==> src/rtl/txf_pkg.sv <==
package txf_pkg;
    typedef enum logic [2:0] {
        S_IDLE,
        S_STAT,
        S_CNT,
        S_DATA,
        S_CTRL,
        S_FIN
    } txf_state_e;

    localparam logic [15:0] ODD_FLAG = 16'h2000;
endpackage

==> src/rtl/txf_len_plan.sv <==
module txf_len_plan #(
    parameter int LEN_W    = 12,
    parameter int MIN_LEN  = 60,
    parameter int MAX_LEN  = 2042,
    parameter int OVERHEAD = 6
) (
    input  logic [LEN_W-1:0] len_i,
    output logic [LEN_W-1:0] padded_o,
    output logic [15:0]      count_o,
    output logic             reject_o
);
    localparam logic [LEN_W-1:0] MIN_L = LEN_W'(MIN_LEN);
    localparam logic [LEN_W-1:0] MAX_L = LEN_W'(MAX_LEN);

    always_comb begin
        padded_o = (len_i < MIN_L) ? MIN_L : len_i;
        count_o  = 16'(padded_o) + 16'(OVERHEAD);
        reject_o = (len_i > MAX_L);
    end
endmodule

==> src/rtl/txf_ptr.sv <==
module txf_ptr #(
    parameter int ADDR_W = 11
) (
    input  logic              clk,
    input  logic              rst_n,
    input  logic              clr,
    input  logic              step,
    output logic [ADDR_W-1:0] ptr_o
);
    logic [ADDR_W-1:0] ptr_d, ptr_q;

    always_comb begin
        ptr_d = ptr_q;
        if (clr)       ptr_d = '0;
        else if (step) ptr_d = ptr_q + ADDR_W'(2);
    end

    always_ff @(posedge clk) begin
        if (!rst_n) ptr_q <= '0;
        else        ptr_q <= ptr_d;
    end

    assign ptr_o = ptr_q;

    // auto-increment by one word
    p_ptr_step_r4: assert property (@(posedge clk) disable iff (!rst_n)
        (step && !clr) |=> (ptr_o == $past(ptr_o) + ADDR_W'(2)));
endmodule

==> src/rtl/txbuf_framer.sv <==
module txbuf_framer
    import txf_pkg::*;
#(
    parameter int LEN_W    = 12,
    parameter int MIN_LEN  = 60,
    parameter int MAX_LEN  = 2042,
    parameter int OVERHEAD = 6,
    parameter int ADDR_W   = $clog2(MAX_LEN + OVERHEAD)
) (
    input  logic              clk,
    input  logic              rst_n,
    input  logic              start_i,
    input  logic [LEN_W-1:0]  len_i,
    input  logic              byte_valid_i,
    input  logic [7:0]        byte_data_i,
    output logic              byte_ready_o,
    output logic              wr_en_o,
    output logic [ADDR_W-1:0] wr_addr_o,
    output logic [15:0]       wr_data_o,
    output logic              done_o,
    output logic              err_o
);
    typedef struct packed {
        txf_state_e        state;
        logic [LEN_W-1:0]  len;
        logic [LEN_W-1:0]  padded;
        logic [15:0]       count;
        logic [LEN_W-1:0]  cnt;
        logic [7:0]        lo;
        logic              wr_en;
        logic [ADDR_W-1:0] wr_addr;
        logic [15:0]       wr_data;
        logic              done;
        logic              err;
    } regs_t;

    regs_t r_d, r_q;

    logic [LEN_W-1:0]  plan_padded;
    logic [15:0]       plan_count;
    logic              plan_reject;
    logic [ADDR_W-1:0] ptr;
    logic              ptr_clr, ptr_step;
    logic              from_stream;
    logic [LEN_W-1:0]  pairs_end;

    txf_len_plan #(
        .LEN_W(LEN_W), .MIN_LEN(MIN_LEN), .MAX_LEN(MAX_LEN), .OVERHEAD(OVERHEAD)
    ) u_plan (
        .len_i(len_i), .padded_o(plan_padded), .count_o(plan_count), .reject_o(plan_reject)
    );

    txf_ptr #(.ADDR_W(ADDR_W)) u_ptr (
        .clk(clk), .rst_n(rst_n), .clr(ptr_clr), .step(ptr_step), .ptr_o(ptr)
    );

    assign from_stream  = (r_q.cnt < r_q.len);
    assign pairs_end    = {r_q.padded[LEN_W-1:1], 1'b0};
    assign byte_ready_o = ((r_q.state == S_DATA) && from_stream) ||
                          ((r_q.state == S_CTRL) && r_q.padded[0]);

    always_comb begin
        logic       take;
        logic [7:0] bval;
        r_d      = r_q;
        r_d.wr_en = 1'b0;
        r_d.done  = 1'b0;
        r_d.err   = 1'b0;
        ptr_clr   = 1'b0;
        ptr_step  = 1'b0;
        take      = 1'b0;
        bval      = 8'h00;
        case (r_q.state)
            S_IDLE: begin
                if (start_i) begin
                    if (plan_reject) begin
                        r_d.err = 1'b1;
                    end else begin
                        r_d.len    = len_i;
                        r_d.padded = plan_padded;
                        r_d.count  = plan_count;
                        r_d.cnt    = '0;
                        r_d.state  = S_STAT;
                        ptr_clr    = 1'b1;
                    end
                end
            end
            S_STAT: begin
                r_d.wr_en   = 1'b1;
                r_d.wr_addr = ptr;
                r_d.wr_data = 16'h0000;
                ptr_step    = 1'b1;
                r_d.state   = S_CNT;
            end
            S_CNT: begin
                r_d.wr_en   = 1'b1;
                r_d.wr_addr = ptr;
                r_d.wr_data = r_q.count;
                ptr_step    = 1'b1;
                r_d.state   = S_DATA;
            end
            S_DATA: begin
                take = from_stream ? byte_valid_i : 1'b1;
                bval = from_stream ? byte_data_i : 8'h00;
                if (take) begin
                    if (!r_q.cnt[0]) begin
                        r_d.lo = bval;
                    end else begin
                        r_d.wr_en   = 1'b1;
                        r_d.wr_addr = ptr;
                        r_d.wr_data = {bval, r_q.lo};
                        ptr_step    = 1'b1;
                    end
                    r_d.cnt = r_q.cnt + LEN_W'(1);
                    if (r_d.cnt == pairs_end) r_d.state = S_CTRL;
                end
            end
            S_CTRL: begin
                if (!r_q.padded[0]) begin
                    r_d.wr_en   = 1'b1;
                    r_d.wr_addr = ptr;
                    r_d.wr_data = 16'h0000;
                    ptr_step    = 1'b1;
                    r_d.state   = S_FIN;
                end else if (byte_valid_i) begin
                    r_d.wr_en   = 1'b1;
                    r_d.wr_addr = ptr;
                    r_d.wr_data = ODD_FLAG | {8'h00, byte_data_i};
                    ptr_step    = 1'b1;
                    r_d.state   = S_FIN;
                end
            end
            S_FIN: begin
                r_d.done  = 1'b1;
                r_d.state = S_IDLE;
            end
            default: r_d.state = S_IDLE;
        endcase
    end

    always_ff @(posedge clk) begin
        if (!rst_n) begin
            r_q       <= '0;
            r_q.state <= S_IDLE;
        end else begin
            r_q <= r_d;
        end
    end

    assign wr_en_o   = r_q.wr_en;
    assign wr_addr_o = r_q.wr_addr;
    assign wr_data_o = r_q.wr_data;
    assign done_o    = r_q.done;
    assign err_o     = r_q.err;

    // header status word at offset zero is cleared
    p_status_zero_r2: assert property (@(posedge clk) disable iff (!rst_n)
        (wr_en_o && wr_addr_o == '0) |-> (wr_data_o == 16'h0000));
    // completion follows a buffer write
    p_done_after_write_r9: assert property (@(posedge clk) disable iff (!rst_n)
        done_o |-> $past(wr_en_o));
    // control word carries only the low byte and the odd flag
    p_ctrl_shape_r6: assert property (@(posedge clk) disable iff (!rst_n)
        done_o |-> (($past(wr_data_o) & ~(ODD_FLAG | 16'h00FF)) == 16'h0000));
    // refusal writes nothing and is a single pulse
    p_err_quiet_r8: assert property (@(posedge clk) disable iff (!rst_n)
        err_o |=> (!wr_en_o && !err_o));
    // stream is only drawn while a frame is in progress
    p_ready_busy_r5: assert property (@(posedge clk) disable iff (!rst_n)
        byte_ready_o |-> (!done_o && !err_o));
endmodule

==> config.mk <==
export PLATFORM = sky130hd
export DESIGN_NAME = txbuf_framer
export DESIGN_NICKNAME = d
export VERILOG_FILES = /design/src/rtl/txf_pkg.sv /design/src/rtl/txf_len_plan.sv /design/src/rtl/txf_ptr.sv /design/src/rtl/txbuf_framer.sv
export SDC_FILE = /design/constraint.sdc
export NUM_CORES = 1
export LEC_CHECK = 0
export ABC_CLOCK_PERIOD_IN_PS = 6190
export BUFFER_PORTS_ARGS = -buffer_cell sky130_fd_sc_hd__buf_2
export CAP_MARGIN = 30
export CORE_MARGIN = 5
export CORE_UTILIZATION = 55
export DETAILED_ROUTE_END_ITERATION = 10
export PLACE_DENSITY = 0.75
export SLEW_MARGIN = 20
export SYNTH_ARGS = -nofsm -noshare
export SYNTH_HDL_FRONTEND = slang
export SYNTH_HIERARCHICAL = 1
export SYNTH_SLANG_ARGS = --single-unit
==> constraint.sdc <==
create_clock -name clk -period 6.19 [get_ports clk]
set_input_delay 0.619 -clock clk [delete_from_list [all_inputs] [get_ports clk]]
set_output_delay 0.619 -clock clk [all_outputs]
set_load 0.005 [all_outputs]
Word-level counts from Yosys, hierarchy flattened
Index checks and enable logic that the tools add are counted.
Widths: inputs -> output; s select.
- order comparisons: 3
- bitwise gates (word level): 3
- reduce and logical (&&, ||, !) cells: 14
- add/subtract/negate cells: 3
- multiplexer cells: 27
- equal/unequal tests: 12
- operators with widths (operator ; number):
    $pmux 28 s4 ; 1
    $mux 55 ; 2
    $mux 28 ; 3
    $mux 48 ; 1
    $pmux 12 s2 ; 1
    $mux 8 ; 2
    $pmux 3 s5 ; 1
    $add 12x3->13 const B ; 1
    $add 12x1->12 const B ; 1
    $eq 12x12->1 ; 1
    $gt 12x11->1 const B ; 1
    $lt 12x12->1 ; 1
    $lt 12x6->1 const B ; 1
    $mux 12 ; 1
    $mux 3 ; 4
    $add 11x2->11 const B ; 1
    $mux 1 ; 10
    $reduce_and 3->1 ; 3
    $reduce_and 4->1 ; 2
    $eq 3x2->1 const B ; 2
    $eq 3x3->1 const B ; 2
    $ne 2x2->1 const B ; 3
    $reduce_and 5->1 ; 1
    $ne 2x1->1 const B ; 2
    other kinds (10) ; 14
- logic and storage cells: 74
- input bits: 24
- output and inout bits: 31
- register bits after elaboration: 104

Longest topological paths before layout
Gate-level depths: netlist (run 1).
- word-level depth: 6
- gate-level depth with buffers: 13
- gate-level depth less buffers: 11

Hierarchy
The synthesis (run 1) kept the hierarchy.
- by module, submodules not included (module ; area an instance (µm²) ; instances ; sequential area each (µm²) ; cells an instance):
    txbuf_framer ; 4682.0 ; 1 ; 1861.8 ; 572
    txf_ptr ; 474.2 ; 1 ; 200.2 ; 52
    txf_len_plan ; 384.1 ; 1 ; 0.0 ; 58

Least setup slack after synthesis (run 1)
No wires, ideal clock.
- path kind: reg2reg
- start: register r_q[83] (netlist bit)
- end: register u_ptr.ptr_q[8], in the netlist u_ptr/ptr_o[8]
- buffers on the path: 2
- arrival: 2462 ps
- clock period less this slack: 2532 ps
- cell stages (with the launch flop): 14
- setup slack: 3658 ps
- path through: dfxtp_1 inv_1 ha_1 nand2_1 nor3_1 a21oi_2 o21ai_4 a211oi_4 buf_2 inv_2 buf_2 nand4_4 or4_1 a21oi_1
- word-level cells in the longest chain between the ends: 4
- ends and longest elaborated chain (element ; line ; RTL):
    start, declared ; txbuf_framer.sv:37 ; regs_t r_d, r_q;
    start signal, assigned ; txbuf_framer.sv:146 ; r_q <= r_d;
    $lt 12x12->1 ; txbuf_framer.sv:57 ; assign from_stream = (r_q.cnt < r_q.len);
    $mux 1 ; txbuf_framer.sv:103 ; take = from_stream ? byte_valid_i : 1'b1;
    $mux 1 ; txbuf_framer.sv:105 ; if (take) begin
    $pmux 1 s3 ; txbuf_framer.sv:73 ; case (r_q.state)
    net ptr_step ; txbuf_framer.sv:43 ; logic ptr_clr, ptr_step;
    end signal, assigned ; txf_ptr.sv:20 ; else ptr_q <= ptr_d;
    end, declared ; txf_ptr.sv:10 ; logic [ADDR_W-1:0] ptr_d, ptr_q;
The timed path passes the listed nets, and every way through them passes these cells.
A chain may end at the register's enable or synchronous reset.

Worst setup path in the final report (run 1)
- start: register r_q[40] (netlist bit)
- end: output port byte_ready_o
- word-level cells in the longest chain between the ends: 3
- ends and longest elaborated chain (element ; line ; RTL):
    $lt 12x12->1 ; txbuf_framer.sv:57 ;
    $logic_and 1x1->1 ; txbuf_framer.sv:59 ; assign byte_ready_o = ((r_q.state == S_DATA) && from_stream) ||
    $logic_or 1x1->1 ; txbuf_framer.sv:59 ;
    end, declared ; txbuf_framer.sv:16 ; output logic byte_ready_o,
Every way passes these cells.

==> impl_metrics.toml, run 1 <==
[outcome]
status = "finished clean"

[clock_network]
post_cts_buffers = 0
cts_buffers = 9
cts_resized = 0
cts_hold_buf = 0
cts_tree = "built"
cts_max_level = 3
clockBufferDepth = 2
clock_sinks = 103
clk_pin_slew_worst_paths_ns = 0.11
clock_latency_ns = 0.38
cts_root_buffer = "clkbuf_8"

[routing]
drt-initial-drc-count = 292
dr.pass1.iters = 5
postRouteAntennaNets = 0
avgViaCountPerCell = 5.70
drc_errors = 0
drt-wirelength-per-cell_um = 15.3
drt-total-wl_um = 12400
num_vias = 4628

[sta]
setup_ws_ns = 3.10
fmax_mhz = 324
slew_viol_final = 0
fin_tns_setup_ns = 0
rsz0062_at_grt = "false"
max_slew_margin_pct = 39.7
fin_crit_sh_pct = 49.9
max_slew.worst_pin.slew_ns = 0.903
setup_viol = 0
skew_ns = 0.0153
period_needed_ns = 3.09
hold_viol = 0

[synth]
async_flop_share_pct = 0
synth_edf_count = 0
ys.flop_type = "dfxtp_1"
synthCells = 682
yosys_warnings = 6
syn_area_sq_um = 5540
netlist-cell-type-count = 70
synth-seq-cells = 103
seq_area_frac_synth_pct = 37.2
synth_area_per_cell_sq_um = 8.12

[power_and_ir_drop]
intPower_uw = 903
p_clk_share_pct = 33.0
switchingPower_uw = 367
pwr-share-seq_pct = 54.9
p_comb_share_pct = 12.2
swShare_pct = 28.9
ir_drop_mv = 0.150
leakagePower_nw = 2.20
power_density_nw_per_um2 = 220

[global_route]
grt_pass1_wl_um = 20500
grt_pass1_vias = 4435
grt.total_usage_pct = 21.2
grt_max_degree = 117
antenna_found_initial = 0
overflow = 0

[critical_path]
crit_start = "r_q[40]"
crit_end = "byte_ready_o"
cp_max_fo = 11
ff2ff_setup_slack_ns = 3.30
rr_worst_depth = 11
crit_arrival_ns = 2.47
required_ns = 5.57
reg2reg_to = "u_ptr/ptr_o[8]"
worstSetupPathType = "flip-flop to primary output"
startpoint_type = "flip-flop"
worstReg2RegStart = "r_q[41]"
worstSetupEndpointType = "primary output"

[layout]
area_delta_synth_final_pct = 4.43
n_antenna_cell = 0
design_area_sq_um = 5790
fin_nets = 712
drive_above_1_share_pct = 13.8

[placed_design]
hpwl_um = 8830
io_buffer_count = 54
dpl-instance-area_sq_um = 5560
gp_congestion = 0.897
place_ws_ns = 3.30

[floorplan]
placementRows = 36
pin_count = 55
die_h_um = 110
die_area_sq_um = 12200
initial_core_util_pct = 56.4
core-area_sq_um = 9820
die_width_um = 110

[flow_run]
drv_cap = 0

[min_path]
hold_class = "flip-flop to flip-flop"
## stage by stage
stage          hold WS, ns  power (mW)  std cells  utilization [%]
3_3_place_gp         0.442       0.858        794             56.5
4_1_cts              0.462        1.28        811             58.6
3_5_place_dp         0.447       0.864        795             56.6
6_report             0.458        1.27        812             58.9
5_1_grt              0.464        1.33        812             58.9
2_1_floorplan        0.431       0.824        684                -
## critical path: stages (launching register included)
cell,delay [ns]
dfxtp_1,0.54
ha_1,0.31
a211oi_1,0.24
o21ai_1,0.11
a21oi_2,0.27
o21bai_2,0.15
o31ai_1,0.30
buf_2,0.18
## synthesized netlist by cell type, drive strengths merged (4+ instances only)
master | instances | area share [%]
and2 | 10 | 1.2
a221o | 7 | 1.3
a21oi | 24 | 2.3
or3 | 5 | 0.59
and3 | 12 | 1.4
a32o | 9 | 1.6
mux2i | 6 | 1.1
o211ai | 9 | 1.2
dfxtp | 103 | 37
inv | 24 | 1.6
a22o | 8 | 1.3
xnor2 | 10 | 1.6
nor2 | 22 | 1.5
a211oi | 4 | 0.77
a21boi | 43 | 5.8
xor2 | 16 | 2.5
o21ai | 28 | 2.7
clkbuf | 26 | 1.8
nand3 | 35 | 3.3
nand4 | 12 | 1.6
nand2b | 5 | 0.56
nor2b | 8 | 0.90
nand2 | 141 | 9.6
o31ai | 7 | 0.95
buf | 53 | 6.3
nor3b | 4 | 0.63
ha | 14 | 3.2
## state kept, by name, indices dropped and copies added, names as in the netlist
register and count:
r_q 52, wr_data_o 16, pairs_end 11, wr_addr_o 11, u_ptr/ptr_o 10, done_o 1
err_o 1, wr_en_o 1
## logic make-up (layout without fill, tap and decap cells)
family	count (synthesis)	count (layout)	synth area share (%)
fa+ha+maj	14	14	3.16
buf+inv	104	99	9.85
flops	103	103	37.2
other cells	2	4	0.136
xor+xnor	26	26	4.11
simple gates	272	272	24.0
compound gates	154	154	20.2
mux	7	7	1.29
## layout make-up
type | count | area, sq um
clock buffers | 10 | 138
clock inverters | 6 | 61.3
fillers | 930 | 4030
inverters | 24 | 90.1
multi-input cells | 477 | 2940
flip-flops and latches | 103 | 2060
well taps | 133 | 166
repair buffers | 59 | 328
## power by group through the flow
stage / Clock, mW / Combinational [mW] / Sequential, mW
6_report: 0.419 / 0.155 / 0.697
5_1_grt: 0.458 / 0.173 / 0.700
4_1_cts: 0.431 / 0.153 / 0.697
3_5_place_dp: 0 / 0.152 / 0.712
3_3_place_gp: 0 / 0.147 / 0.711
2_1_floorplan: 0 / 0.119 / 0.705
## metal layers
layer | GRT usage [%] | vias to the layer above | routed length [um]
met5 | 0 | - | 0
met4 | 8.09 | 0 | 287
met2 | 34.9 | 133 | 5830
li1 | - | 2306 | -
met1 | 27.1 | 2161 | 5610
met3 | 4.60 | 28 | 685
## worst min-delay path by stage
stage                        start            to  slack, ns  cells past startpoint
floorplan                  r_q[58]       r_q[58]       0.43                      2
global placement      wr_addr_o[3]  wr_addr_o[3]       0.44                      2
detailed placement    wr_addr_o[5]  wr_addr_o[5]       0.45                      2
CTS                 byte_data_i[4]       r_q[34]       0.46                      2
global route        byte_data_i[3]       r_q[33]       0.46                      2
finish                wr_addr_o[5]  wr_addr_o[5]       0.46                      2
## placed cells by master (no fill, tap or decap), drive strengths merged, types with 12 or more instances in the layout
| cell | instances |
|---|---|
| nand2 | 141 |
| a21boi | 43 |
| nand4 | 12 |
| ha | 14 |
| xor2 | 16 |
| and3 | 12 |
| nand3 | 35 |
| buf | 59 |
| inv | 27 |
| nor2 | 22 |
| o21ai | 28 |
| a21oi | 24 |
| dfxtp | 103 |
No activity file was read; power rests on OpenSTA's default activity.
==> run 2: changes to the inputs <==
--- a/config.mk
+++ b/config.mk
@@ -5,13 +5,14 @@
 export SDC_FILE = /design/constraint.sdc
 export NUM_CORES = 1
 export LEC_CHECK = 0
-export ABC_CLOCK_PERIOD_IN_PS = 6190
+export ABC_AREA = 1
+export ABC_CLOCK_PERIOD_IN_PS = 2800
 export BUFFER_PORTS_ARGS = -buffer_cell sky130_fd_sc_hd__buf_2
 export CAP_MARGIN = 30
 export CORE_MARGIN = 5
-export CORE_UTILIZATION = 55
+export CORE_UTILIZATION = 54
 export DETAILED_ROUTE_END_ITERATION = 10
-export PLACE_DENSITY = 0.75
+export PLACE_DENSITY = 0.77
 export SLEW_MARGIN = 20
 export SYNTH_ARGS = -nofsm -noshare
 export SYNTH_HDL_FRONTEND = slang
==> constraint.sdc (replaced) <==
create_clock -name clk -period 2.8 [get_ports clk]
set_input_delay 0.28 -clock clk [delete_from_list [all_inputs] [get_ports clk]]
set_output_delay 0.28 -clock clk [all_outputs]
set_load 0.005 [all_outputs]
==> run 2 against run 1 <==
Net effect:
- clock skew shrank 0.0054 ns
- clock power grew 120%
- sequential cell count stayed put
- synthesized cell count is 23% higher
- worst hold slack got worse by 0.30 ns
- first-iteration DRC count shrank 15%
- area after synthesis grew 1.6%
- critical path depth up 2
- register-to-register slack got worse by 3.0 ns
- critical endpoint unchanged
- largest power group unchanged
==> impl_metrics.toml, run 2 <==
[clock_network]
clock_latency_ns = 0.38
cts_hold_buf = 0
cts_root_buffer = "clkbuf_8"
cts_tree = "built"
cts_buffers = 9
clockBufferDepth = 2
clock_sinks = 103
cts_max_level = 3
clk_pin_slew_worst_paths_ns = 0.11

[routing]
postRouteAntennaNets = 0
drt-wirelength-per-cell_um = 12.8
num_vias = 5019
drc_errors = 0
drt-total-wl_um = 12700
avgViaCountPerCell = 5.06
dr.pass1.iters = 6
drt-initial-drc-count = 249

[layout]
drive_above_1_share_pct = 13.7
largest_reg_flops = 52
top_register = "r_q"
layout_common_cells = "nand2_1, nor2_1, dfxtp_1"
design_area_sq_um = 5970
fin_nets = 889
area_delta_synth_final_pct = 6.07
n_antenna_cell = 0
final_common_cell = "nand2_1"

[synth]
synth_area_per_cell_sq_um = 6.73
async_flop_share_pct = 0
seq_area_frac_synth_pct = 36.6
synth_edf_count = 0
netlist-cell-type-count = 36
synth_top_area_share_pct = 36.6
yosys_warnings = 6
syn_area_sq_um = 5630
yosys-top-cells-count = "nand2_1, nor2_1, dfxtp_1"
yosysTopAreaCell = "dfxtp_1"
synth_most_common_cell = "nand2_1"
ys.flop_type = "dfxtp_1"
synthCells = 836
synth-seq-cells = 103
netlist_top_cells_area = "dfxtp_1, nand2_1, nor2_1, o21ai_0, inv_1"

[placed_design]
place_ws_ns = 0.238
dpl-instance-area_sq_um = 5770
gp_congestion = 0.904
hpwl_um = 9310
io_buffer_count = 54

[critical_path]
worstSetupPathType = "flip-flop to primary output"
startpoint_type = "flip-flop"
critPathSlowestCell = "dfxtp_1"
cp_max_fo = 7
worstPathCellList = "ha_1, a21oi_1, o21ai_0, a21oi_1, nand2_4, inv_4, nand2_1, o21ai_0, buf_2"
worstSetupEndpointType = "primary output"
required_ns = 2.52
crit_arrival_ns = 2.27
cp_slowest_stage_delay_ns = 0.45

[global_route]
grt_max_degree = 63
overflow = 0
grt_pass1_wl_um = 21700
grt.total_usage_pct = 20.6
antenna_found_initial = 0
grt_pass1_vias = 4577

[floorplan]
pin_count = 55
core-area_sq_um = 10200
initial_core_util_pct = 55.0
die_h_um = 112
die_area_sq_um = 12600
die_width_um = 112
placementRows = 37

[sta]
fin_tns_setup_ns = 0
period_needed_ns = 2.55
max_slew_margin_pct = 43.0
fin_crit_sh_pct = 90.9
setup_viol = 0
slew_viol_final = 0
setup_ws_ns = 0.254
rsz0062_at_grt = "false"
max_slew.worst_pin.slew_ns = 0.854
fmax_mhz = 393
hold_viol = 0
skew_ns = 0.00992

[power_and_ir_drop]
power_mw = 4.32
ir_drop_mv = 0.414
leakagePower_nw = 2.66
power_density_nw_per_um2 = 724

[outcome]
status = "finished clean"

[min_path]
hold_class = "input pin to flip-flop"

[flow_run]
drv_cap = 0
## run 2: cell types whose count changed after synthesis, moves of 11 or more
cell	before	now
a21boi_0	35	0
a21oi_1	22	60
and3_1	11	0
buf_2	19	1
inv_1	22	82
nand2_1	140	166
nor2_1	22	149
o21ai_0	14	74
o21ai_1	13	1
xor2_1	16	4
## run 2: repair_timing
action                     CTS  global route
setup buffers                0             0
gates resized for setup      0             3
setup endpoints to repair    0            17
## run 2: logic make-up (layout without fill, tap and decap cells)
kind of cell / after synthesis / count (layout) / synth area share (%)
compound gates: 147 / 147 / 13.7
xor+xnor: 5 / 5 / 0.778
fa+ha+maj: 14 / 14 / 3.11
buf+inv: 155 / 173 / 13.5
flops: 103 / 103 / 36.6
other cells: 2 / 4 / 0.133
simple gates: 410 / 410 / 32.2
## run 2: final timing paths
check | from | to | slack, ns | cells after the start
hold reg to reg | wr_addr_o[6] | wr_addr_o[6] | 0.47 | 2
setup reg to reg | r_q[45] | r_q[49] | 0.32 | 12
setup / recovery | r_q[45] | byte_ready_o | 0.25 | 9
hold / removal | start_i | err_o | 0.16 | 3
## run 2: report_power, final
group / total, mW / switching [mW] / internal, mW
clock network: 0.922 / 0.579 / 0.343
registers: 1.84 / 0.124 / 1.72
logic: 1.56 / 1.03 / 0.525
total: 4.32 / 1.74 / 2.59
## run 2: metal layers
metal	share of wire, %	up-vias	routed length (um)	track usage, %
li1	-	2661	-	-
met2	44	104	5560	31.7
met5	0	-	0	0
met1	50	2234	6380	29.6
met4	2.0	0	251	7.29
met3	4.1	20	524	2.96
## run 2: critical path, delay by kind of cell, from the launching register on
kind	cells	cell delay, ns
flops	1	0.45
fa+ha+maj	1	0.29
buf+inv	2	0.28
compound gates	4	0.67
simple gates	2	0.20
## run 2: layout make-up
| cell class | count | area [sq um] |
|---|---|---|
| fill | 970 | 4260 |
| multi-input combinational | 580 | 2830 |
| sequential | 103 | 2060 |
| timing repair buffer | 67 | 380 |
| inverter | 90 | 343 |
| tap | 136 | 170 |
| clock buffer | 9 | 124 |
| clock inverter | 7 | 65.1 |
## run 2: stage by stage
step           instances  util, %  hold WS (ns)
6_report             992     58.3         0.155
5_1_grt              992     58.3         0.174
4_1_cts              992     58.2         0.145
3_5_place_dp         976     56.4         0.450
3_3_place_gp         976     56.4         0.448
2_1_floorplan        838        -         0.421
==> run 3: changes to the inputs <==
--- a/config.mk
+++ b/config.mk
@@ -10,11 +10,10 @@
 export BUFFER_PORTS_ARGS = -buffer_cell sky130_fd_sc_hd__buf_2
 export CAP_MARGIN = 30
 export CORE_MARGIN = 5
-export CORE_UTILIZATION = 54
+export CORE_UTILIZATION = 53
 export DETAILED_ROUTE_END_ITERATION = 10
-export PLACE_DENSITY = 0.77
+export PLACE_DENSITY = 0.76
 export SLEW_MARGIN = 20
 export SYNTH_ARGS = -nofsm -noshare
 export SYNTH_HDL_FRONTEND = slang
-export SYNTH_HIERARCHICAL = 1
 export SYNTH_SLANG_ARGS = --single-unit
==> run 3 against run 2 <==
Net effect:
- critical path depth fell by 1
- clock-buffer cell count rose by 1
- highest routed layer unchanged
- worst hold slack improved by 0.064 ns
==> impl_metrics.toml, run 3 <==
[outcome]
status = "finished clean"

[clock_network]
clockBufferDepth = 2
cts_root_buffer = "clkbuf_8"
post_cts_buffers = 0
clock_sinks = 98
cts_resized = 0
cts_max_level = 3
clock_latency_ns = 0.37
clk_pin_slew_worst_paths_ns = 0.10
cts_buffers = 9
cts_hold_buf = 0
cts_tree = "built"

[synth]
yosys-top-cells-count = "nand2_1, dfxtp_1, nor2_1"
yosysTopAreaCell = "dfxtp_1"
synth_area_per_cell_sq_um = 6.94
synth_top_area_share_pct = 37.8
async_flop_share_pct = 0
synth-seq-cells = 98
syn_area_sq_um = 5200
syn_nets = 787
synthCells = 749
yosys_warnings = 0
netlist_top_cells_area = "dfxtp_1, nand2_1, nor2_1, nand3_1, inv_1"
netlist-cell-type-count = 37
synth_most_common_cell = "nand2_1"
seq_area_frac_synth_pct = 37.8
ys.flop_type = "dfxtp_1"
synth_edf_count = 0

[global_route]
grt_max_degree = 35
grt_pass1_wl_um = 21400
grt.total_usage_pct = 22.4
overflow = 0
grt_pass1_vias = 4658
antenna_found_initial = 0

[routing]
postRouteAntennaNets = 0
drc_errors = 0
dr.pass1.iters = 5
drt-wirelength-per-cell_um = 14.1
drt-initial-drc-count = 408
num_vias = 4850
avgViaCountPerCell = 5.38
drt-total-wl_um = 12700

[critical_path]
worstSetupEndpointType = "primary output"
cp_max_fo = 9
crit_start = "r_q[43]"
worstSetupPathType = "flip-flop to primary output"
worstReg2RegStart = "r_q[43]"
reg2reg_to = "r_q[47]"
startpoint_type = "flip-flop"
crit_arrival_ns = 2.37
crit_end = "byte_ready_o"
rr_worst_depth = 10
required_ns = 2.52
ff2ff_setup_slack_ns = 0.51

[power_and_ir_drop]
power_density_nw_per_um2 = 824
ir_drop_mv = 0.568
leakagePower_nw = 2.36

[floorplan]
core-area_sq_um = 9680
pin_count = 55
die_h_um = 109
placementRows = 36
die_width_um = 109
die_area_sq_um = 11900
initial_core_util_pct = 53.7

[layout]
final_common_cell = "nand2_1"
drive_above_1_share_pct = 15.0
largest_reg_flops = 48
layout_common_cells = "nand2_1, dfxtp_1, nor2_1"
top_register = "r_q"
area_delta_synth_final_pct = 6.89
register_area_sq_um = 1960
fillers = 921
fin_nets = 802
multi_input_area_sq_um = 2530
n_antenna_cell = 0

[placed_design]
io_buffer_count = 53
place_ws_ns = 0.534
hpwl_um = 9300
gp_congestion = 0.886

[sta]
setup_ws_ns = 0.154
rsz0062_at_grt = "false"
period_needed_ns = 2.65
fmax_mhz = 378
max_slew_margin_pct = 54.5
hold_viol = 0
skew_ns = 0.0123
fin_tns_setup_ns = 0
slew_viol_final = 0
fin_crit_sh_pct = 94.5
max_slew.worst_pin.slew_ns = 0.679
setup_viol = 0

[min_path]
hold_class = "input pin to flip-flop"
hold_start = "len_i[0]"

[flow_run]
drv_cap = 0
## run 3: changes by cell type in the layout (fill, tap and decap cells not counted), sizes merged, moves of 4 or more
cell / previous run / this run
a21oi: 60 / 49
buf: 67 / 59
nand2: 178 / 164
inv: 93 / 89
dfxtp: 103 / 98
nand4: 17 / 10
o22ai: 0 / 17
nand3: 41 / 66
nor2: 159 / 101
o21ai: 76 / 56
## run 3: power breakdown
group | switching, mW | total (mW) | internal, mW
logic | 1.12 | 1.66 | 0.546
clock network | 0.507 | 1.13 | 0.619
registers | 0.139 | 1.79 | 1.65
## run 3: how the worst min path moves through the flow
stage	slack, ns	endpoint	depth (start not counted)
2_1_floorplan	0.40	err_o	2
3_3_place_gp	0.43	r_q[62]	2
3_5_place_dp	0.44	r_q[62]	2
4_1_cts	0.20	r_q[60]	3
5_1_grt	0.23	r_q[78]	3
6_report	0.22	r_q[78]	3
## run 3: cells by family (layout without fill, tap and decap cells)
logic type                 Yosys count  count (layout)  synth area share (%)
buffers and inverters              144             164                  13.6
AOI/OAI and AO/OA                  130             130                  13.7
DFF                                 98              98                  37.8
and+or+nand+nor                    354             354                  30.1
xor gates and xnor gates             8               8                  1.35
other                                1               1                0.0722
adders and majority gates           14              14                  3.37
## run 3: layout make-up
class | instances | area share (%)
tap | 133 | 3.00
multi-input combinational | 507 | 45.5
clock inverter | 6 | 2.05
sequential | 98 | 35.3
clock buffer | 10 | 2.48
timing repair buffer | 59 | 5.59
inverter | 89 | 6.06
## run 3: through the flow
stage	util (%)	hold slack (ns)	std cells	power, mW	cell area (sq um)
finish	57.4	0.219	902	4.58	5550
global route	57.4	0.228	902	4.92	5550
CTS	57.4	0.203	902	4.58	5550
detailed placement	54.8	0.444	886	3.47	5300
global placement	54.8	0.428	886	3.43	5300
floorplan	-	0.400	749	3.23	5200
## run 3: worst max-delay path, stage by stage (launching register included)
cell	delay, ns
dfxtp_1	0.46
ha_1	0.29
a21oi_1	0.16
o21ai_0	0.10
a21oi_1	0.23
and2_1	0.37
nand2_1	0.08
o21ai_0	0.12
buf_2	0.17
## run 3: routing by layer
layer  GRT usage (%)  wire (um)  up-vias
met3            3.67        857       33
met2            36.4       5900      175
li1                -          -     2427
met1            29.4       5640     2215
met4            9.56        347        0
met5               0          0        -
